## src/rtl/rxg_pkg.sv

```systemverilog
package rxg_pkg;
    parameter int unsigned RXG_DATA_W_DEF = 4;
    parameter int unsigned RXG_HANG_DEF   = 64;

    function automatic logic rxg_gating_allowed(
        input logic en_bit,
        input logic fast_mode,
        input logic lb_mode,
        input logic bypass_mode
    );
        return en_bit & fast_mode & ~lb_mode & ~bypass_mode;
    endfunction
endpackage

```

## src/rtl/rxg_lookahead.sv

```systemverilog
module rxg_lookahead #(
    parameter int unsigned DATA_W = rxg_pkg::RXG_DATA_W_DEF
) (
    input  logic              clk,
    input  logic              rst_n,
    input  logic              in_dv,
    input  logic [DATA_W-1:0] in_data,
    output logic              ahead_dv,
    output logic              out_dv,
    output logic [DATA_W-1:0] out_data
);
    typedef struct packed {
        logic              stg_dv;
        logic [DATA_W-1:0] stg_data;
        logic              out_dv;
        logic [DATA_W-1:0] out_data;
    } pipe_t;

    pipe_t pipe_d, pipe_q;

    always_comb begin
        pipe_d          = pipe_q;
        pipe_d.stg_dv   = in_dv;
        pipe_d.stg_data = in_data;
        pipe_d.out_dv   = pipe_q.stg_dv;
        pipe_d.out_data = pipe_q.stg_data;
    end

    always_ff @(posedge clk or negedge rst_n) begin
        if (!rst_n) begin
            pipe_q <= '0;
        end else begin
            pipe_q <= pipe_d;
        end
    end

    assign ahead_dv = pipe_q.stg_dv;
    assign out_dv   = pipe_q.out_dv;
    assign out_data = pipe_q.out_data;
endmodule

```

## src/rtl/rxg_hangover.sv

```systemverilog
module rxg_hangover #(
    parameter int unsigned HANG = rxg_pkg::RXG_HANG_DEF
) (
    input  logic clk,
    input  logic rst_n,
    input  logic next_dv,
    output logic hang_open
);
    localparam int unsigned CNT_W = $clog2(HANG + 2);
    localparam logic [CNT_W-1:0] HANG_V = CNT_W'(HANG);
    localparam logic [CNT_W-1:0] SAT_V  = CNT_W'(HANG + 1);

    typedef struct packed {
        logic [CNT_W-1:0] quiet;
    } hang_t;

    hang_t hg_d, hg_q;

    always_comb begin
        hg_d = hg_q;
        if (next_dv) begin
            hg_d.quiet = '0;
        end else if (hg_q.quiet < SAT_V) begin
            hg_d.quiet = hg_q.quiet + 1'b1;
        end
    end

    always_ff @(posedge clk or negedge rst_n) begin
        if (!rst_n) begin
            hg_q.quiet <= SAT_V;
        end else begin
            hg_q <= hg_d;
        end
    end

    assign hang_open = (hg_d.quiet <= HANG_V);
endmodule

```

## src/rtl/rxg_enable_reg.sv

```systemverilog
module rxg_enable_reg (
    input  logic clk,
    input  logic rst_n,
    input  logic gate_active,
    input  logic look_dv,
    input  logic hang_open,
    output logic clk_en
);
    typedef struct packed {
        logic en;
    } en_t;

    en_t en_d, en_q;

    always_comb begin
        en_d    = en_q;
        en_d.en = ~gate_active | look_dv | hang_open;
    end

    always_ff @(posedge clk or negedge rst_n) begin
        if (!rst_n) begin
            en_q.en <= 1'b1;
        end else begin
            en_q <= en_d;
        end
    end

    assign clk_en = en_q.en;
endmodule

```

## src/rtl/rxclk_idle_gate.sv

```systemverilog
module rxclk_idle_gate #(
    parameter int unsigned DATA_W      = rxg_pkg::RXG_DATA_W_DEF,
    parameter int unsigned HANG_CYCLES = rxg_pkg::RXG_HANG_DEF
) (
    input  logic              clk,
    input  logic              rst_n,
    input  logic              early_dv,
    input  logic [DATA_W-1:0] early_data,
    input  logic              gate_en,
    input  logic              speed_100,
    input  logic              loopback,
    input  logic              pcs_bypass,
    output logic              clk_en,
    output logic              rx_dv,
    output logic [DATA_W-1:0] rx_data
);
    logic gate_active;
    logic ahead_dv;
    logic hang_open;

    assign gate_active = rxg_pkg::rxg_gating_allowed(gate_en, speed_100, loopback, pcs_bypass);

    rxg_lookahead #(.DATA_W(DATA_W)) u_look (
        .clk      (clk),
        .rst_n    (rst_n),
        .in_dv    (early_dv),
        .in_data  (early_data),
        .ahead_dv (ahead_dv),
        .out_dv   (rx_dv),
        .out_data (rx_data)
    );

    rxg_hangover #(.HANG(HANG_CYCLES)) u_hang (
        .clk       (clk),
        .rst_n     (rst_n),
        .next_dv   (ahead_dv),
        .hang_open (hang_open)
    );

    rxg_enable_reg u_en (
        .clk         (clk),
        .rst_n       (rst_n),
        .gate_active (gate_active),
        .look_dv     (early_dv),
        .hang_open   (hang_open),
        .clk_en      (clk_en)
    );
endmodule

```

## config.mk

```make
export PLATFORM = sky130hd
export DESIGN_NAME = rxclk_idle_gate
export DESIGN_NICKNAME = d
export VERILOG_FILES = /design/src/rtl/rxg_pkg.sv /design/src/rtl/rxg_lookahead.sv /design/src/rtl/rxg_hangover.sv /design/src/rtl/rxg_enable_reg.sv /design/src/rtl/rxclk_idle_gate.sv
export SDC_FILE = /design/constraint.sdc
export NUM_CORES = 1
export LEC_CHECK = 0
export ABC_CLOCK_PERIOD_IN_PS = 2750
export BUFFER_PORTS_ARGS = -buffer_cell sky130_fd_sc_hd__buf_2
export CORE_AREA = 2 2 42 44
export CTS_BUF_LIST = sky130_fd_sc_hd__clkbuf_8
export DETAILED_ROUTE_END_ITERATION = 10
export DIE_AREA = 0 0 44 46
export GPL_TIMING_DRIVEN = 0
export PLACE_DENSITY_LB_ADDON = 0.2
export SETUP_SLACK_MARGIN = 0.5
export SLEW_MARGIN = 20
export SYNTH_ARGS = -nofsm -noshare
export SYNTH_HDL_FRONTEND = slang
export SYNTH_HIERARCHICAL = 1
export SYNTH_SLANG_ARGS = --single-unit
```

## constraint.sdc

```tcl
create_clock -name clk -period 2.75 [get_ports clk]
set_clock_uncertainty 0.2 [all_clocks]
set_input_delay 0 -clock clk [delete_from_list [all_inputs] [get_ports clk]]
set_output_delay 0 -clock clk [all_outputs]
set_load 0.05 [all_outputs]
```

==> results of run 1 <==
-- cells in the final DEF (no fill, tap or decap), drive strengths merged, types with 2 or more instances in the layout --
master,count
nand2,2
inv,3
dlygate4sd3,6
nand4b,2
dfstp,3
o21bai,2
a21oi,4
nor4,2
nor2,5
clkbuf,5
buf,17
dfrtp,15
-- cell type report --
class	instances	area, sq um	area share
flip-flops and latches	18	454	0.449
inverters	3	11.3	0.0111
clock buffers	4	55.1	0.0545
well taps	17	21.3	0.0210
multi-input cells	35	317	0.313
plain buffers	1	5.00	0.00495
repair buffers	23	148	0.146
-- through the flow --
stage / worst slack, ns / power (mW)
after floorplan: 0.611 / 0.332
after global placement: 0.433 / 0.353
after detailed placement: 0.401 / 0.354
after CTS: 0.551 / 0.573
after global routing: 0.538 / 0.597
final: 0.638 / 0.568
-- flip-flops by register name, summed over array words and instances, names as in the netlist --
signal and cells:
u_en/clk_en 1, u_hang/hg_q 7, u_look/ahead_dv 1, u_look/out_data 4
u_look/out_dv 1, u_look/pipe_d 4
-- cell usage after synthesis (all sizes together) (2+ instances only) --
cell type	instances
a21oi	4
dfrtp	15
dfstp	3
inv	3
nand2	2
nand4b	2
nor2	5
nor4	2
o21bai	2
-- cell families (layout without fill, tap and decap cells) --
group	Yosys count	after routing	synth area share
compound gates	11	11	0.129
xor+xnor	2	2	0.0228
fa+ha+maj	1	1	0.0163
buf+inv	4	31	0.0212
flops	18	18	0.592
mux	1	1	0.0131
simple gates	20	20	0.206
-- layer usage --
layer / global-route usage / up-vias / wire, um
met1: 0.195 / 257 / 581
met3: 0.0675 / 2 / 62
met2: 0.265 / 13 / 669
met5: 0 / - / 0
met4: 0.0364 / 0 / 8
li1: - / 260 / -
-- worst max-delay path, stage by stage, from the launching register on --
cell and delay (ns):
dfrtp_1 0.47, nor4_2 0.41, a21oi_1 0.14, nor4_2 0.33
o41ai_2 0.14, or3b_1 0.35
-- power by group through the flow --
stage                     sequential [mW]  clock, mW  combinational, mW
after CTS                           0.293      0.212             0.0681
after global placement              0.296          0             0.0572
after global routing                0.294      0.227             0.0764
after floorplan                     0.307          0             0.0250
after detailed placement            0.296          0             0.0578
final                               0.293      0.205             0.0696
-- worst max path at each step --
stage / from / endpoint / slack, ns
finish: u_hang/hg_q[5]$_DFF_PN0_ / u_en/clk_en$_DFF_PN1_ / 0.64
global route: u_hang/hg_q[5]$_DFF_PN0_ / u_en/clk_en$_DFF_PN1_ / 0.54
CTS: u_hang/hg_q[0]$_DFF_PN1_ / u_en/clk_en$_DFF_PN1_ / 0.55
detailed placement: u_hang/hg_q[0]$_DFF_PN1_ / u_en/clk_en$_DFF_PN1_ / 0.40
global placement: u_hang/hg_q[0]$_DFF_PN1_ / u_en/clk_en$_DFF_PN1_ / 0.43
floorplan: u_hang/hg_q[0]$_DFF_PN1_ / u_en/clk_en$_DFF_PN1_ / 0.61
-- what timing repair did --
action	CTS	global route
cloned	0	0
gates resized for setup	3	0
pin swaps	0	1
endpoints found under the setup margin	1	1
hold buffers	6	0
hold endpoints to repair	24	0
buffers inserted	0	1
==> flow_metrics.env, run 1 <==
export IMPL_status="finished, violations left"
export IMPL_violations="hold timing"
export IMPL_power_density_nw_per_um2=562
export IMPL_insertion_delay_ns=0.24
export IMPL_cts_buffers=3
export IMPL_synth_seq_cells=18
export IMPL_endpoint_kind="flop"
export IMPL_syn_area_per_cell_sq_um=13.5
export IMPL_pwr_share_comb=0.123
export IMPL_drt_iter0_drc=7
export IMPL_worstHoldPathType="in2async"
export IMPL_rr_endpoint="u_en/clk_en$_DFF_PN1_"
export IMPL_ys_async_sr_fraction=1.00
export IMPL_slew_headroom=0.747
export IMPL_grt_max_degree=19
export IMPL_netlist_area_leader_share=0.489
export IMPL_dp_hpwl_um=885
export IMPL_synth_fp_nets=69
export IMPL_rsz0062_at_grt="false"
export IMPL_portBuffers=16
export IMPL_synth_edff_count=0
export IMPL_rows=15
export IMPL_p_leak_nw=0.455
export IMPL_clock_sinks=18
export IMPL_cp_arrival_ns=2.08
export IMPL_finalSetupTns_ns=0
export IMPL_h_tree_depth=1
export IMPL_postLayoutCellArea_sq_um=1010
export IMPL_utilization=0.626
export IMPL_power_frac_clock=0.362
export IMPL_chipHeight_um=46
export IMPL_start_util=0.475
export IMPL_grt_pass1_wl_um=2260
export IMPL_synth_warnings=6
export IMPL_period_share=0.768
export IMPL_slew_viol_final=0
export IMPL_yosys_area_top_type="dfrtp_1"
export IMPL_dr_pass1_iters=4
export IMPL_cts_buffer_depth=2
export IMPL_vdd_drop_max_mv=0.527
export IMPL_synth_area_top_cells="dfrtp_1 (49%), dfstp_2 (10%), a2111oi_4 (3.6%)"
export IMPL_fmax_ghz=0.473
export IMPL_rrSetupSlack_ns=0.64
export IMPL_power_switching_mw=0.133
export IMPL_holdWs_ns=-0.00178
export IMPL_min_period_ns=2.11
export IMPL_synthFlopType="dfrtp_1"
export IMPL_crit_type="reg2reg"
export IMPL_crit_path_start_kind="flop"
export IMPL_n_antenna_cell=0
export IMPL_final_hold_violation_count=7
export IMPL_worstMarginPinSlew_ns=0.380
export IMPL_internal_power_mw=0.435
export IMPL_nFillCells=119
export IMPL_chipWidth_um=44
export IMPL_crit_required_ns=2.72
export IMPL_final_layout_size_suffix_gt1_frac=0.405
export IMPL_grt_pass1_vias=492
export IMPL_cts_tree="built"
export IMPL_cts_clk_slew_worst_paths_ns=0.06
export IMPL_rr_worst_depth=5
export IMPL_setup_viol=0
export IMPL_antenna_found_initial=0
export IMPL_die_area_sq_um=2020
export IMPL_route_detailed_drc=0
export IMPL_ctsRootBufferMaster="clkbuf_8"
export IMPL_stdcell_count=101
export IMPL_gr_total_overflow=0
export IMPL_ys_seq_area_frac=0.592
export IMPL_io_pins=17
export IMPL_vias=532
export IMPL_synthCells=57
export IMPL_grt_util_all_layers=0.160
export IMPL_ant_nets=0
export IMPL_place_area_sq_um=868
export IMPL_switching_share=0.234
export IMPL_pwr_share_seq=0.516
export IMPL_vias_per_cell=5.27
export IMPL_finalNetCount=97
export IMPL_worstPathMaxFanout=7
export IMPL_syn_to_final_growth_pct=31.8
export IMPL_gp_congestion=0.772
export IMPL_r2r_start="u_hang/hg_q[5]$_DFF_PN0_"
export IMPL_core_area_sq_um=1610
export IMPL_dpl_cell_count=90
export IMPL_yosys_cell_types_count=29
export IMPL_synthesis_area_sq_um=767
export IMPL_routed_wl_um=1320
export IMPL_wl_per_cell_um=13.1
export IMPL_drv_cap=0
Power figures use the tool's default switching activity.
==> run 2, diff against run 1 <==
- ABC_CLOCK_PERIOD_IN_PS: 2750 -> 1700
- CORE_AREA: 2 2 42 44 -> 2 2 43 45
- DIE_AREA: 0 0 44 46 -> 0 0 45 47
- clock period: 2.75 -> 1.7 ns (I/O delays scaled with it)
==> run 2 against run 1 <==
  * The run ends with setup timing left
  * Core utilization increased by 12 points
  * Global-route usage increased by 3.9 points
  * Critical path depth increased by 1
  * Sequential power increased by 59%
  * Power increased by 75%
  * First-iteration DRC count increased by 130%
  * Hold slack improved by 0.022 ns
  * Die area increased by 4.5%
  * Highest routed layer unchanged
==> flow_metrics.env, run 2 (same netlist as run 1, synthesis figures left out) <==
export IMPL_status="finished, violations left"
export IMPL_violations="setup timing"
export IMPL_min_period_ns=2.07
export IMPL_wl_per_cell_um=16.9
export IMPL_gr_total_overflow=0
export IMPL_rr_worst_depth=6
export IMPL_vias=625
export IMPL_chipHeight_um=47
export IMPL_drt_iter0_drc=16
export IMPL_largest_reg_flops=7
export IMPL_ctsRootBufferMaster="clkbuf_8"
export IMPL_cts_buffer_depth=2
export IMPL_fmax_ghz=0.484
export IMPL_cts_clk_slew_worst_paths_ns=0.07
export IMPL_grt_pass1_vias=584
export IMPL_clock_sinks=18
export IMPL_worstHoldPathCells=3
export IMPL_layout_commonest_cell="buf_2"
export IMPL_dp_hpwl_um=1060
export IMPL_h_tree_depth=1
export IMPL_preCtsSetupSlack_ns=-0.417
export IMPL_die_area_sq_um=2120
export IMPL_mostFrequentLayoutCells="buf_2 (15), buf_4 (12), dfrtp_1 (11)"
export IMPL_ant_nets=0
export IMPL_busiest_layer="met1"
export IMPL_worstHoldPathType="in2reg"
export IMPL_antenna_found_initial=0
export IMPL_cts_tree="built"
export IMPL_insertion_delay_ns=0.25
export IMPL_finalSetupTns_ns=-0.561
export IMPL_gp_congestion=0.774
export IMPL_holdWs_ns=0.0206
export IMPL_postLayoutCellArea_sq_um=1230
export IMPL_cts_buffers=3
export IMPL_start_util=0.464
export IMPL_rsz0062_at_grt="true"
export IMPL_endpoint_kind="flop"
export IMPL_core_area_sq_um=1650
export IMPL_rows=15
export IMPL_crit_required_ns=1.67
export IMPL_fin_total_pwr_mw=0.994
export IMPL_met1_usage=0.304
export IMPL_setup_ws_ns=-0.366
export IMPL_crit_path_start_kind="flop"
export IMPL_slew_viol_final=0
export IMPL_portBuffers=16
export IMPL_grt_pass1_wl_um=2940
export IMPL_setup_viol=3
export IMPL_dr_pass1_iters=4
export IMPL_grt_met3_usage=0.0346
export IMPL_top_register="u_hang/hg_q"
export IMPL_n_antenna_cell=0
export IMPL_cp_arrival_ns=2.04
export IMPL_syn_to_final_growth_pct=60.2
export IMPL_vdd_drop_max_mv=0.772
export IMPL_dpl_cell_count=90
export IMPL_met2_usage=0.277
export IMPL_worstMarginPinSlew_ns=0.403
export IMPL_p_leak_nw=0.559
export IMPL_worstPathMaxFanout=3
export IMPL_vias_per_cell=5.39
export IMPL_io_pins=17
export IMPL_utilization=0.744
export IMPL_finalNetCount=112
export IMPL_route_detailed_drc=0
export IMPL_final_hold_violation_count=0
export IMPL_final_layout_size_suffix_gt1_frac=0.636
export IMPL_place_area_sq_um=895
export IMPL_slew_headroom=0.731
export IMPL_grt_util_all_layers=0.199
export IMPL_routed_wl_um=1960
export IMPL_grt_max_degree=19
export IMPL_drv_cap=0
export IMPL_power_density_nw_per_um2=809
export IMPL_stdcell_count=116
export IMPL_crit_type="reg2reg"
export IMPL_period_share=1.22
export IMPL_chipWidth_um=45
run 2: critical path, stage by stage, from the launching register on:
cell and delay, ns:
dfstp_2 0.57, ha_4 0.17, nand4b_4 0.13, nor3b_4 0.19
o32ai_2 0.30, o41ai_2 0.09, or3b_1 0.35
run 2: report_power, final:
group | switching, mW | total (mW) | internal [mW]
Clock | 0.145 | 0.350 | 0.206
Sequential | 0.0158 | 0.466 | 0.451
Combinational | 0.103 | 0.177 | 0.0742
run 2: final cells by class:
cell class	count	area, sq um
clock buffers	4	55.1
inverters	3	11.3
well taps	17	21.3
plain buffers	1	5.00
repair buffers	38	282
multi-input cells	35	395
flip-flops and latches	18	459
fillers	111	423
run 2: timing repair:
| action | 4_1_cts | 5_1_grt |
|---|---|---|
| hold endpoints to repair | 24 | 0 |
| endpoints found under the setup margin | 9 | 8 |
| hold buffers | 6 | 0 |
| resized for setup | 14 | 11 |
| pin swaps | 11 | 1 |
| buffers inserted | 12 | 4 |
run 2: final timing paths:
kind                                                  from                            to  slack, ns
worst max-delay path              u_hang/hg_q[0]$_DFF_PN1_         u_en/clk_en$_DFF_PN1_      -0.37
max in group asynchronous                            rst_n         u_en/clk_en$_DFF_PN1_       0.94
worst max register to register    u_hang/hg_q[0]$_DFF_PN1_         u_en/clk_en$_DFF_PN1_      -0.37
worst min register to register  u_look/pipe_d[3]$_DFF_PN0_  u_look/out_data[3]$_DFF_PN0_       0.15
worst min-delay path                            pcs_bypass         u_en/clk_en$_DFF_PN1_       0.02
min in group asynchronous                            rst_n       u_look/out_dv$_DFF_PN0_       0.04
run 2: routing by layer:
layer  vias up  part of all wire
met2        15              0.51
met4         0             0.021
met3         6             0.018
met5         -                 0
met1       311              0.45
li1        293                 -
